File: src/rtl/scrub_pkg.sv
package scrub_pkg;
  typedef enum logic [2:0] {
    ST_IDLE, ST_SEEK, ST_RD, ST_RSP, ST_WB, ST_CRD, ST_CRSP, ST_CWR
  } seq_state_e;

  localparam logic [1:0] MST_FIXED = 2'b01;
endpackage

File: src/rtl/scrub_tick_timer.sv
module scrub_tick_timer #(
  parameter int INT_W = 16
) (
  input  logic             clk,
  input  logic             rst_n,
  input  logic             run,
  input  logic [INT_W-1:0] interval,
  output logic             tick
);
  logic [INT_W-1:0] cnt_q;

  assign tick = run && (cnt_q >= interval);

  always_ff @(posedge clk or negedge rst_n) begin
    if (!rst_n)             cnt_q <= '0;
    else if (!run || tick)  cnt_q <= '0;
    else                    cnt_q <= cnt_q + 1'b1;
  end
endmodule

File: src/rtl/seg_err_tracker.sv
module seg_err_tracker #(
  parameter int NUM_SEG = 4,
  parameter int SEG_W   = 3,
  parameter int CNT_W   = 4
) (
  input  logic               clk,
  input  logic               rst_n,
  input  logic [CNT_W-1:0]   thr,
  input  logic               scrub_inc,
  input  logic [SEG_W-1:0]   scrub_seg,
  input  logic               host_inc,
  input  logic               host_fence,
  input  logic [SEG_W-1:0]   host_seg,
  input  logic               fence_req,
  input  logic [SEG_W-1:0]   fence_seg,
  output logic [NUM_SEG-1:0] fenced,
  output logic               alert,
  output logic               pend,
  output logic [SEG_W-1:0]   pend_seg
);
  logic [NUM_SEG-1:0] set_v;
  logic [NUM_SEG-1:0] pend_v;

  for (genvar g = 0; g < NUM_SEG; g++) begin : g_seg
    logic             hit_s, hit_h;
    logic [CNT_W-1:0] cnt_q;
    logic [CNT_W:0]   sum;

    assign hit_s = scrub_inc && (scrub_seg == SEG_W'(g));
    assign hit_h = host_inc && (host_seg == SEG_W'(g));
    assign sum   = {1'b0, cnt_q} + (CNT_W+1)'(hit_s) + (CNT_W+1)'(hit_h);

    always_ff @(posedge clk or negedge rst_n) begin
      if (!rst_n) cnt_q <= '0;
      else        cnt_q <= sum[CNT_W] ? '1 : sum[CNT_W-1:0];
    end

    assign set_v[g]  = (fence_req && (fence_seg == SEG_W'(g))) ||
                       (host_fence && (host_seg == SEG_W'(g)));
    assign pend_v[g] = (thr != '0) && (cnt_q >= thr) && !fenced[g];
  end

  always_comb begin
    pend_seg = '0;
    for (int i = NUM_SEG - 1; i >= 0; i--)
      if (pend_v[i]) pend_seg = SEG_W'(i);
  end
  assign pend = |pend_v;

  always_ff @(posedge clk or negedge rst_n) begin
    if (!rst_n) begin
      fenced <= '0;
      alert  <= 1'b0;
    end else begin
      fenced <= fenced | set_v;
      alert  <= |(set_v & ~fenced);
    end
  end
endmodule

File: src/rtl/scrub_sequencer.sv
module scrub_sequencer
  import scrub_pkg::*;
#(
  parameter int NUM_SEG   = 4,
  parameter int NUM_SPARE = 2,
  parameter int SEG_WORDS = 8,
  parameter int DATA_W    = 32,
  parameter int SEG_W     = 3,
  parameter int OFF_W     = 3
) (
  input  logic                   clk,
  input  logic                   rst_n,
  input  logic                   tick,
  output logic                   idle,
  input  logic [NUM_SEG-1:0]     fenced,
  input  logic                   pend,
  input  logic [SEG_W-1:0]       pend_seg,
  output logic                   req_valid,
  input  logic                   req_ready,
  output logic                   req_write,
  output logic [SEG_W+OFF_W-1:0] req_addr,
  output logic [DATA_W-1:0]      req_wdata,
  input  logic                   rsp_valid,
  input  logic [DATA_W-1:0]      rsp_data,
  input  logic [1:0]             rsp_status,
  output logic                   scrub_inc,
  output logic [SEG_W-1:0]       scrub_seg,
  output logic                   fence_req,
  output logic [SEG_W-1:0]       fence_seg,
  output logic                   no_spare
);
  localparam int SP_W = $clog2(NUM_SPARE + 1);
  localparam logic [SEG_W-1:0] LAST_SEG = SEG_W'(NUM_SEG - 1);
  localparam logic [OFF_W-1:0] LAST_OFF = OFF_W'(SEG_WORDS - 1);

  seq_state_e        state;
  logic [SEG_W-1:0]  ptr_seg, cp_seg, nxt_seg, adv_seg, spare_seg;
  logic [OFF_W-1:0]  ptr_off, cp_idx, adv_off;
  logic [SP_W-1:0]   used;
  logic [DATA_W-1:0] wbuf;
  logic              spare_left, cur_fenced;

  assign nxt_seg    = (ptr_seg == LAST_SEG) ? '0 : ptr_seg + 1'b1;
  assign adv_seg    = (ptr_off == LAST_OFF) ? nxt_seg : ptr_seg;
  assign adv_off    = (ptr_off == LAST_OFF) ? '0 : ptr_off + 1'b1;
  assign spare_seg  = SEG_W'(NUM_SEG) + SEG_W'(used);
  assign spare_left = used < SP_W'(NUM_SPARE);
  assign cur_fenced = |(fenced & (NUM_SEG'(1) << ptr_seg));

  assign idle      = (state == ST_IDLE);
  assign req_valid = (state == ST_RD) || (state == ST_WB) ||
                     (state == ST_CRD) || (state == ST_CWR);
  assign req_write = (state == ST_WB) || (state == ST_CWR);
  assign req_wdata = wbuf;
  assign scrub_seg = ptr_seg;
  assign scrub_inc = (state == ST_RSP) && rsp_valid && (rsp_status == MST_FIXED);

  always_comb begin
    case (state)
      ST_CRD:  req_addr = {cp_seg, cp_idx};
      ST_CWR:  req_addr = {spare_seg, cp_idx};
      default: req_addr = {ptr_seg, ptr_off};
    endcase
  end

  always_comb begin
    fence_req = 1'b0;
    fence_seg = '0;
    if (state == ST_IDLE && pend && !spare_left) begin
      fence_req = 1'b1;
      fence_seg = pend_seg;
    end else if (state == ST_RSP && rsp_valid && rsp_status[1]) begin
      fence_req = 1'b1;
      fence_seg = ptr_seg;
    end else if (state == ST_CWR && req_ready && cp_idx == LAST_OFF) begin
      fence_req = 1'b1;
      fence_seg = cp_seg;
    end
  end

  always_ff @(posedge clk or negedge rst_n) begin
    if (!rst_n) begin
      state    <= ST_IDLE;
      ptr_seg  <= '0;
      ptr_off  <= '0;
      cp_seg   <= '0;
      cp_idx   <= '0;
      used     <= '0;
      wbuf     <= '0;
      no_spare <= 1'b0;
    end else begin
      case (state)
        ST_IDLE: begin
          if (pend) begin
            if (spare_left) begin
              cp_seg <= pend_seg;
              cp_idx <= '0;
              state  <= ST_CRD;
            end else begin
              no_spare <= 1'b1;
            end
          end else if (tick) begin
            state <= ST_SEEK;
          end
        end
        ST_SEEK: begin
          if (&fenced) state <= ST_IDLE;
          else if (cur_fenced) begin
            ptr_seg <= nxt_seg;
            ptr_off <= '0;
          end else state <= ST_RD;
        end
        ST_RD: if (req_ready) state <= ST_RSP;
        ST_RSP: begin
          if (rsp_valid) begin
            if (rsp_status == MST_FIXED) begin
              wbuf  <= rsp_data;
              state <= ST_WB;
            end else begin
              ptr_seg <= adv_seg;
              ptr_off <= adv_off;
              state   <= ST_IDLE;
            end
          end
        end
        ST_WB: begin
          if (req_ready) begin
            ptr_seg <= adv_seg;
            ptr_off <= adv_off;
            state   <= ST_IDLE;
          end
        end
        ST_CRD: if (req_ready) state <= ST_CRSP;
        ST_CRSP: begin
          if (rsp_valid) begin
            wbuf  <= rsp_data;
            state <= ST_CWR;
          end
        end
        ST_CWR: begin
          if (req_ready) begin
            if (cp_idx == LAST_OFF) begin
              used  <= used + 1'b1;
              state <= ST_IDLE;
            end else begin
              cp_idx <= cp_idx + 1'b1;
              state  <= ST_CRD;
            end
          end
        end
        default: state <= ST_IDLE;
      endcase
    end
  end
endmodule

File: src/rtl/mem_scrubber.sv
module mem_scrubber #(
  parameter int NUM_SEG   = 4,
  parameter int NUM_SPARE = 2,
  parameter int SEG_WORDS = 8,
  parameter int DATA_W    = 32,
  parameter int CNT_W     = 4,
  parameter int INT_W     = 16,
  localparam int SEG_W    = $clog2(NUM_SEG + NUM_SPARE),
  localparam int OFF_W    = $clog2(SEG_WORDS),
  localparam int ADDR_W   = SEG_W + OFF_W
) (
  input  logic               clk,
  input  logic               rst_n,
  input  logic               cfg_enable,
  input  logic [INT_W-1:0]   cfg_interval,
  input  logic [CNT_W-1:0]   cfg_threshold,
  output logic               mem_req_valid,
  input  logic               mem_req_ready,
  output logic               mem_req_write,
  output logic [ADDR_W-1:0]  mem_req_addr,
  output logic [DATA_W-1:0]  mem_req_wdata,
  input  logic               mem_rsp_valid,
  input  logic [DATA_W-1:0]  mem_rsp_data,
  input  logic [1:0]         mem_rsp_status,
  input  logic               host_err_valid,
  input  logic [SEG_W-1:0]   host_err_seg,
  input  logic [1:0]         host_err_status,
  output logic [NUM_SEG-1:0] fence_mask,
  output logic               alert,
  output logic               no_spare
);
  logic             seq_idle, tick, pend, scrub_inc, fence_req;
  logic             host_inc, host_fence;
  logic [SEG_W-1:0] pend_seg, scrub_seg, fence_seg;

  assign host_inc   = host_err_valid && (host_err_status == 2'b01);
  assign host_fence = host_err_valid && host_err_status[1];

  scrub_tick_timer #(.INT_W(INT_W)) timer_i (
    .clk(clk), .rst_n(rst_n), .run(cfg_enable && seq_idle),
    .interval(cfg_interval), .tick(tick)
  );

  seg_err_tracker #(.NUM_SEG(NUM_SEG), .SEG_W(SEG_W), .CNT_W(CNT_W)) track_i (
    .clk(clk), .rst_n(rst_n), .thr(cfg_threshold),
    .scrub_inc(scrub_inc), .scrub_seg(scrub_seg),
    .host_inc(host_inc), .host_fence(host_fence), .host_seg(host_err_seg),
    .fence_req(fence_req), .fence_seg(fence_seg),
    .fenced(fence_mask), .alert(alert), .pend(pend), .pend_seg(pend_seg)
  );

  scrub_sequencer #(
    .NUM_SEG(NUM_SEG), .NUM_SPARE(NUM_SPARE), .SEG_WORDS(SEG_WORDS),
    .DATA_W(DATA_W), .SEG_W(SEG_W), .OFF_W(OFF_W)
  ) seq_i (
    .clk(clk), .rst_n(rst_n), .tick(tick), .idle(seq_idle),
    .fenced(fence_mask), .pend(pend), .pend_seg(pend_seg),
    .req_valid(mem_req_valid), .req_ready(mem_req_ready),
    .req_write(mem_req_write), .req_addr(mem_req_addr), .req_wdata(mem_req_wdata),
    .rsp_valid(mem_rsp_valid), .rsp_data(mem_rsp_data), .rsp_status(mem_rsp_status),
    .scrub_inc(scrub_inc), .scrub_seg(scrub_seg),
    .fence_req(fence_req), .fence_seg(fence_seg), .no_spare(no_spare)
  );
endmodule

File: config.mk
export PLATFORM = sky130hd
export DESIGN_NAME = mem_scrubber
export DESIGN_NICKNAME = d
export VERILOG_FILES = /design/src/rtl/scrub_pkg.sv /design/src/rtl/scrub_tick_timer.sv /design/src/rtl/seg_err_tracker.sv /design/src/rtl/scrub_sequencer.sv /design/src/rtl/mem_scrubber.sv
export SDC_FILE = /design/constraint.sdc
export NUM_CORES = 1
export LEC_CHECK = 0
export BUFFER_PORTS_ARGS = -buffer_cell sky130_fd_sc_hd__buf_2
export CAP_MARGIN = 20
export CORE_AREA = 2 2 76 132
export DETAILED_ROUTE_END_ITERATION = 12
export DIE_AREA = 0 0 78 134
export PLACE_DENSITY = 0.86
export SETUP_SLACK_MARGIN = 0.05
export SLEW_MARGIN = 10
export SYNTH_ARGS = -nofsm -noshare
export SYNTH_HDL_FRONTEND = slang
export SYNTH_SLANG_ARGS = --single-unit
export TNS_END_PERCENT = 1
File: constraint.sdc
create_clock -name clk -period 3.3 [get_ports clk]
set_clock_uncertainty 0.15 [all_clocks]
set_input_delay 0.66 -clock clk [delete_from_list [all_inputs] [get_ports clk]]
set_output_delay 0.66 -clock clk [all_outputs]
set_load 0.02 [all_outputs]
==> flow_summary.yaml <==
global_routing:
  grt_max_degree: 56
  grt_pass1_wl_um: 19680
  grt_pass1_vias: 4360
  track_usage_pct: 23.46
  antenna_found_initial: 0
  grt_overflow: 0
synth:
  synth-main-ff-cell: "dfrtp_1"
  netlist_area_um2: 5056
  synth_area_leaders: "dfrtp_1 (43%), ha_1 (11%), mux2_2 (5.8%)"
  async_flop_share_pct: 100.0
  yosys-top-cells-count: "dfrtp_1 (86), nand2_1 (48), ha_1 (45)"
  synth-edff-count: 0
  synth_largest_area_cell: "dfrtp_1"
  syn_avg_cell_area_um2: 10.17
  synth.top_cell.area_share_pct: 42.56
  syn_inst: 497
  synth_nets: 611
  synthDistinctLibCells: 61
  yosysMostFrequentCell: "dfrtp_1"
  yosysWarnings: 0
  ys_ff_latch: 86
  seq_area_frac_synth_pct: 42.56
worst_setup_path:
  end_kind: "flip-flop"
  crit_slowest_cell: "a2111oi_0"
  start_kind: "primary input"
  rr_startpoint: "seq_i.state[2]"
  crit_chain: "buf_2, ha_1, nand2b_1, a2111oi_0, or3_4, nand4_1, nor2b_1, nor4_1, o32a_1"
  crit_cells: 9
  cp.required_ns: 3.43
  path_class: "in -> reg"
  r2r_slack_ns: 0.45
  reg2regPathDepth: 9
  crit_family: "simple AND/OR/NAND/NOR gates"
  crit_path_max_fanout: 5
  reg2reg_to: "track_i.g_seg[3].cnt_q[3]"
  cp.arrival_ns: 3.02
  cpPeakStageDelay_ns: 0.62
  critPathBufInv: 1
timing:
  slew_headroom_pct: 52.00
  grt_setup_unrepaired: "no"
  worstMarginPinSlew_ns: 0.7200
  setup_viol: 0
  setup_tns_ns: 0
  fin_crit_ns: 2.898
  post-route-period-util_pct: 87.81
  final_max_slew_viol_count: 0
  fmax_mhz: 345.1
  hold_violations: 0
route:
  drc_errors: 0
  wl_met1_um: 4373
  drt_wl_total_um: 11960
  drt.antenna.violating_nets: 0
  route.met3.wl_um: 431
  wl_per_cell_um: 16.19
  maxUsedRoutingLayer: "met4"
  vias_per_cell: 5.673
  first_iter_violations: 92
  dr_total_vias: 4192
  wl_met2_um: 6705
  drtPass1Iterations: 4
final_layout:
  diodes: 0
  final_nets: 726
  fin_cells: 739
  layout-drive-gt1-share_pct: 28.36
  area_growth_pct: 19.72
pwr:
  ir_drop_uv: 436.8
  leakage_uw: 0.003053
  p_per_area_nw_per_um2: 769.9
cts:
  clock_sinks: 86
  clkTransAtPathRegs_ns: 0.06
  cts_setup_buffers: 0
  hold_buffers: 0
  cts.path.max_buffers: 2
  htree_levels: 3
  cts_tree: "done"
  cts_root_buffer: "clkbuf_16"
  clk_latency_ns: 0.34
  cts_buffers: 9
  cts_resized: 0
floorplan:
  die_h_um: 134
  pin_count: 111
  start_util_pct: 53.74
  die_w_um: 78
  dieArea_um2: 10450
  core-area_um2: 9409
  rows: 47
run:
  cap_viol_max_count: 0
hold_path:
  hold_class: "in -> async"
status:
  status: "completed"
place:
  io_buffers: 110
  hpwl_um: 9297
  dp_cells: 723
  place_congestion: 0.8896
[worst max-delay path by stage]
stage	startpoint	to	slack (ns)
after floorplan	cfg_threshold[2]	track_i.fenced[0]	0.59
after detailed placement	cfg_interval[0]	timer_i.cnt_q[13]	0.14
final	cfg_threshold[0]	seq_i.state[0]	0.40
after global placement	cfg_interval[0]	timer_i.cnt_q[15]	0.29
after global routing	seq_i.state[2]	track_i.g_seg[3].cnt_q[3]	0.13
after CTS	seq_i.state[2]	track_i.g_seg[3].cnt_q[3]	0.43
[flip-flops by register name, indices dropped and copies added, names as in the netlist, 3 cells and up]
name / count
timer_i.cnt_q: 16
track_i.g_seg.cnt_q: 16
seq_i.state: 3
seq_i.cp_idx: 3
seq_i.ptr_off: 3
track_i.fenced: 4
seq_i.scrub_seg: 3
seq_i.req_wdata: 32
[where the power goes]
part / internal, uW / switching [uW]
combinational: 821 / 1190
sequential: 1420 / 271
clock: 534 / 432
total: 2770 / 1890
[through the flow]
stage / total power, uW / utilization (%) / cell area (um^2) / setup WS, ns / hold slack [ns]
3_3_place_gp: 3582 / 61.30 / 5768 / 0.2926 / 0.3121
2_1_floorplan: 3019 / - / 5056 / 0.5891 / 0.2144
5_1_grt: 4950 / 64.34 / 6053 / 0.1296 / 0.2970
6_report: 4660 / 64.34 / 6053 / 0.4023 / 0.2320
3_5_place_dp: 3706 / 61.30 / 5768 / 0.1394 / 0.3208
4_1_cts: 4690 / 64.34 / 6053 / 0.4289 / 0.2633
[cells in the final DEF, fill, tap and decap left out, types with 6 or more instances in the layout]
master,count
mux2_2,26
o21ai_0,12
nand3b_1,6
nor2_1,43
ha_1,45
and3_1,12
buf_2,109
xor2_1,10
inv_1,34
clkbuf_16,9
or3_1,6
nand3_1,18
nor2_2,7
xnor2_1,7
a21oi_1,13
dfrtp_1,86
mux2_1,11
nand2b_1,13
nand4_1,6
nor2b_1,7
nand2_1,48
[routing by layer]
layer	GRT usage (%)	vias to the layer above
met2	43.97	109
met1	24.61	2064
met4	12.38	0
met3	3.701	34
met5	0	-
li1	-	1985
[cell families (layout without fill, tap and decap cells)]
family / Yosys count / in the layout / share of synthesized area, %
AND/OR/NAND/NOR: 186 / 186 / 18.93
multiplexers: 39 / 39 / 8.636
XOR/XNOR: 17 / 17 / 2.945
flip-flops: 86 / 86 / 42.56
adder cells (fa/ha/maj): 49 / 49 / 12.72
buffers and inverters: 45 / 165 / 3.613
AO/OA/AOI/OAI: 75 / 75 / 10.59
[area by class of cell]
cell class,count,area [um^2]
clock buffer,10,239.0
inverter,34,127.6
timing repair buffer,115,603.1
multi-input combinational,366,2733
fill,763,3356
sequential,86,2152
tap,122,152.6
clock inverter,6,46.29
Note: power is estimated with default switching activity, not from simulation.
